[src/rtl/alarm_pkg.sv]
package alarm_pkg;
    localparam int FIELD_W    = 8;
    localparam int NUM_FIELDS = 7;
    localparam int NUM_ALARMS = 2;

    typedef enum logic {
        ST_OFF   = 1'b0,
        ST_ARMED = 1'b1
    } alm_state_e;

    localparam logic [1:0] SEL_IRQ  = 2'b00;
    localparam logic [1:0] SEL_F32K = 2'b01;
    localparam logic [1:0] SEL_F4K  = 2'b10;
    localparam logic [1:0] SEL_F1   = 2'b11;
endpackage

[src/rtl/alarm_match.sv]
module alarm_match #(
    parameter int FW = 8,
    parameter int NF = 7
) (
    input  logic [NF*FW-1:0] live,
    input  logic [NF*FW-1:0] target,
    input  logic [NF-1:0]    field_en,
    output logic             hit
);
    logic [NF-1:0] field_ok;

    for (genvar f = 0; f < NF; f++) begin : g_field
        assign field_ok[f] = !field_en[f] ||
                             (live[f*FW +: FW] == target[f*FW +: FW]);
    end

    assign hit = &field_ok;
endmodule

[src/rtl/alarm_channel.sv]
module alarm_channel
    import alarm_pkg::*;
(
    input  logic clk,
    input  logic rst_n,
    input  logic tick,
    input  logic hit,
    input  logic repeat_on,
    input  logic arm,
    input  logic disarm,
    input  logic clr,
    output logic flag,
    output logic armed
);
    alm_state_e state, state_nx;
    logic       fire;

    assign fire = tick && hit && (state == ST_ARMED) && !disarm;

    always_comb begin
        state_nx = state;
        unique case (state)
            ST_OFF: begin
                if (arm && !disarm) state_nx = ST_ARMED;
            end
            ST_ARMED: begin
                if (disarm)                 state_nx = ST_OFF;
                else if (fire && !repeat_on) state_nx = ST_OFF;
            end
            default: state_nx = ST_OFF;
        endcase
    end

    always_ff @(posedge clk or negedge rst_n) begin
        if (!rst_n) state <= ST_OFF;
        else        state <= state_nx;
    end

    always_ff @(posedge clk or negedge rst_n) begin
        if (!rst_n)    flag <= 1'b0;
        else if (fire) flag <= 1'b1;
        else if (clr)  flag <= 1'b0;
    end

    assign armed = (state == ST_ARMED);
endmodule

[src/rtl/pin_mux.sv]
module pin_mux
    import alarm_pkg::*;
#(
    parameter int NA = 2
) (
    input  logic [1:0]    sel,
    input  logic [NA-1:0] flags,
    input  logic [NA-1:0] irq_en,
    input  logic          f32k,
    input  logic          f4k,
    input  logic          f1,
    output logic          pin
);
    always_comb begin
        unique case (sel)
            SEL_IRQ:  pin = !(|(flags & irq_en));
            SEL_F32K: pin = f32k;
            SEL_F4K:  pin = f4k;
            SEL_F1:   pin = f1;
            default:  pin = 1'b1;
        endcase
    end
endmodule

[src/rtl/alarm_irq_unit.sv]
module alarm_irq_unit
    import alarm_pkg::*;
#(
    parameter int NA = NUM_ALARMS,
    parameter int NF = NUM_FIELDS,
    parameter int FW = FIELD_W
) (
    input  logic             clk,
    input  logic             rst_n,
    input  logic             sec_tick,
    input  logic [NF*FW-1:0] now_time,
    input  logic [NA*NF*FW-1:0] alm_val,
    input  logic [NA*NF-1:0] alm_field_en,
    input  logic [NA-1:0]    alm_repeat,
    input  logic [NA-1:0]    alm_arm,
    input  logic [NA-1:0]    alm_disarm,
    input  logic [NA-1:0]    irq_en,
    input  logic [NA-1:0]    flag_clr,
    input  logic [1:0]       fo_sel,
    input  logic             clk_32k_in,
    input  logic             clk_4k_in,
    input  logic             clk_1hz_in,
    output logic [NA-1:0]    alm_flag,
    output logic [NA-1:0]    alm_armed,
    output logic             irq_freq_pin
);
    localparam int SET_W = NF * FW;

    logic [NA-1:0] hit;

    for (genvar a = 0; a < NA; a++) begin : g_alm
        alarm_match #(.FW(FW), .NF(NF)) u_match (
            .live     (now_time),
            .target   (alm_val[a*SET_W +: SET_W]),
            .field_en (alm_field_en[a*NF +: NF]),
            .hit      (hit[a])
        );

        alarm_channel u_chan (
            .clk       (clk),
            .rst_n     (rst_n),
            .tick      (sec_tick),
            .hit       (hit[a]),
            .repeat_on (alm_repeat[a]),
            .arm       (alm_arm[a]),
            .disarm    (alm_disarm[a]),
            .clr       (flag_clr[a]),
            .flag      (alm_flag[a]),
            .armed     (alm_armed[a])
        );
    end

    pin_mux #(.NA(NA)) u_mux (
        .sel    (fo_sel),
        .flags  (alm_flag),
        .irq_en (irq_en),
        .f32k   (clk_32k_in),
        .f4k    (clk_4k_in),
        .f1     (clk_1hz_in),
        .pin    (irq_freq_pin)
    );
endmodule

[config.mk]
export PLATFORM = sky130hd
export DESIGN_NAME = alarm_irq_unit
export DESIGN_NICKNAME = d
export VERILOG_FILES = /design/src/rtl/alarm_pkg.sv /design/src/rtl/alarm_match.sv /design/src/rtl/alarm_channel.sv /design/src/rtl/pin_mux.sv /design/src/rtl/alarm_irq_unit.sv
export SDC_FILE = /design/constraint.sdc
export NUM_CORES = 1
export LEC_CHECK = 0
export ABC_AREA = 1
export CORE_MARGIN = 2
export CORE_UTILIZATION = 27
export CTS_CLUSTER_SIZE = 12
export DETAILED_ROUTE_END_ITERATION = 16
export PLACE_DENSITY = 0.8
export SYNTH_ARGS = -nofsm -noshare
export SYNTH_HDL_FRONTEND = slang
export SYNTH_SLANG_ARGS = --single-unit
[constraint.sdc]
create_clock -name clk -period 1.1 [get_ports clk]
set_clock_uncertainty 0.1 [all_clocks]
set_input_delay 0.165 -clock clk [delete_from_list [all_inputs] [get_ports clk]]
set_output_delay 0.165 -clock clk [all_outputs]
set_load 0.005 [all_outputs]
==> results.yml <==
worst_setup_path:
  crit_slowest_cell: "dfrtp_1"
  timing_worst_setup_path_type: "register to output port"
  startpoint_type: "register"
  path_max_fanout: 2
  ff2ff_setup_slack_ns: -0.11
  path_depth: 5
  rr_startpoint: "g_alm[0].u_chan.armed$_DFF_PN0_"
  worstReg2RegEnd: "g_alm[0].u_chan.armed$_DFF_PN0_"
  end_kind: "output port"
  worstPathRequired_ns: 0.83
  max_stage_delay_ns: 0.39
  worstPathArrival_ns: 1.25
  crit_chain: "a22o_1, o21ai_1, inv_1, a31oi_1, buf_2"
  rr_worst_depth: 7
  worst-path-buf-inv: 2
  cp_top_family: "compound AO/OA/AOI/OAI gates"
synth:
  synthFlopType: "dfrtp_1"
  syn_area_um2: 1950
  avgSynthCellArea_um2: 5.22
  syn_nets: 573
  synth_compound_area_share_pct: 1.80
  synth.mux.area_fraction_pct: 0
  synth_top_family_by_area: "simple AND/OR/NAND/NOR gates"
  syn_inst: 373
  ys_seq_area_share_pct: 5.14
  yosys.area_share.simple_pct: 43.9
  synth_most_common_cell: "nand2_1"
  synth_commonest_cells: "182 x nand2_1, 84 x xnor2_1, 43 x inv_1"
  synth_top_area_share_pct: 37.8
  ys.warnings.count: 0
  yosysUniqueCellTypes: 15
  postSynth.asyncResetShare_pct: 100
  synthAdderAreaFrac_pct: 0
  yosys_register_bits: 4
  synth-xor-area-share_pct: 37.8
  synth-edff-count: 0
  netlist.top_cell.by_area: "xnor2_1"
  synth_area_leaders: "xnor2_1 38%, nand2_1 35%, inv_1 8.3%, nor2_1 6.6%, dfrtp_1 5.1%"
power:
  power_density_nw_per_um2: 459
  peakVddDrop_mv: 0.220
  p_total_mw: 1.73
  leakagePower_nw: 2.01
route:
  routed_via_density: 4.16
  drc: 0
  drt_pass1_iterations: 4
  wl_per_cell_um: 11.7
  drt.antenna.violating_nets: 0
  routed_wl_um: 7950
  vias: 2832
  drtIter0Drc: 44
cells_and_area:
  fin_nets: 786
  antenna_cells: 0
  fin_util_pct: 54.5
  drive_gt1_share_pct: 34.9
  syn_to_final_growth_pct: 93.2
  fin_area_um2: 3760
status:
  status: "finished with violations"
  violations: "negative setup slack"
timing:
  setup_ws_ns: -0.410
  max_freq_mhz: 662
  rsz0062_at_grt: "true"
  report.final.slew_viol_count: 0
  max-slew-margin-rel_pct: 86.8
  finalCriticalPeriod_ns: 1.51
  setup_viol: 7
  finalCritPeriodShare_pct: 137
  hold_violations: 0
  worst_slew_pin_slew_ns: 0.197
placement:
  place.gp.congestion: 0.801
  port_buffers: 204
  place_ws_ns: -0.824
  placed_cell_area_um2: 4110
  dpl.hpwl_um: 7220
clocking:
  cts_tree: "built"
  insertion_delay_ns: 0.22
  clk_pin_slew_ns: 0.04
  h-tree-depth: 1
  clk_path_buf_depth: 2
  cts-root-buf: "clkbuf_8"
  cts_buffers: 3
  clkSinkCount: 4
die:
  design.core.area_um2: 6910
  die_area_um2: 7910
  start_util_pct: 28.2
  ios: 205
  rows: 30
  dieWidth_um: 88.9
  die_h_um: 88.9
global_routing:
  antenna_found_initial: 0
  grt_pass1_wl_um: 11900
  gr-usage-all-layers_pct: 18.8
  grt_max_degree: 5
  grt.overflow.total: 0
  first_global_vias: 2885
min_path:
  hold_path_class: "input pin to asynchronous set/reset pin"
job:
  maxCapViolCount: 0
[worst max-delay path by stage]
stage / start / slack (ns) / endpoint
after floorplan: g_alm[0].u_chan.flag$_DFFE_PN0P_ / -0.03 / irq_freq_pin
after global placement: irq_en[0] / -0.80 / irq_freq_pin
after detailed placement: irq_en[0] / -0.82 / irq_freq_pin
after CTS: g_alm[0].u_chan.flag$_DFFE_PN0P_ / -0.43 / irq_freq_pin
after global routing: g_alm[0].u_chan.flag$_DFFE_PN0P_ / -0.51 / irq_freq_pin
final: g_alm[0].u_chan.flag$_DFFE_PN0P_ / -0.41 / irq_freq_pin
[worst register-to-register path: stages, from the launching register on]
cell and delay [ns]:
dfrtp_1 0.36, inv_2 0.06, nor3_4 0.19, nand2_2 0.10, nor2_4 0.12, nand3_2 0.06
nand2_1 0.06, inv_1 0.04
[cells in the final DEF, fill, tap and decap left out]
cell,synthesis,layout
nor3_4,0,1
buf_8,0,2
inv_2,8,16
clkdlybuf4s15_2,0,3
a31oi_1,1,1
buf_4,4,6
nand2_2,0,11
clkdlybuf4s50_1,0,29
nor2_1,34,33
clkbuf_8,0,3
dfrtp_1,4,4
a21oi_1,1,1
buf_6,0,14
nor2_4,0,3
inv_1,43,35
clkbuf_2,0,21
nand2_1,182,170
buf_2,0,105
dlygate4sd2_1,0,2
nor2_2,4,2
dlymetal6s2s_1,0,1
o21ai_1,2,3
a22o_1,1,1
nor3_2,0,1
nand2_4,0,1
xnor2_2,0,13
nand3_2,0,2
xnor2_1,84,71
clkdlybuf4s15_1,0,29
[through the flow]
| step | hold WS (ns) | TNS [ns] | instances |
|---|---|---|---|
| floorplan | -0.231 | -0.0324 | 373 |
| global placement | 0.285 | -3.47 | 673 |
| detailed placement | 0.288 | -3.65 | 673 |
| CTS | 0.0594 | -0.523 | 676 |
| global route | 0.0760 | -1.18 | 680 |
| finish | 0.0528 | -0.824 | 680 |
[layout make-up]
class	count	area [um2]
fill	750	3140
multi-input combinational	314	1800
timing repair buffer	212	1510
inverter	51	191
tap	96	120
sequential	4	100
clock buffer	3	41.3
[power by group]
| part | leakage (nW) | total (mW) | internal [mW] | switching, mW |
|---|---|---|---|---|
| registers | 0.0529 | 0.157 | 0.153 | 0.00374 |
| clock network | 0.0216 | 0.318 | 0.234 | 0.0837 |
| logic | 1.93 | 1.25 | 0.742 | 0.512 |
[timing repair]
item,in CTS,in global routing
hold buffers,0,0
setup buffers,1,4
endpoints found under the setup margin,9,7
pin swaps,210,56
gates resized for setup,605,49
[sequential cells by signal (all words and copies together) (netlist names)]
signal              cells
g_alm.u_chan.armed      2
g_alm.u_chan.flag       2
[routing by layer]
| metal | vias to the layer above | track usage (%) | routed length [um] |
|---|---|---|---|
| li1 | 1508 | - | - |
| met1 | 1213 | 18.8 | 2840 |
| met2 | 101 | 39.4 | 4430 |
| met3 | 10 | 2.68 | 568 |
| met4 | 0 | 5.29 | 113 |
| met5 | - | 0 | 0 |
[logic make-up after synthesis]
kind of cell / Yosys count
buffers and inverters: 55
xor gates and xnor gates: 84
DFF: 4
and+or+nand+nor: 224
AOI/OAI and AO/OA: 6
No activity file was read; power rests on OpenSTA's default activity.
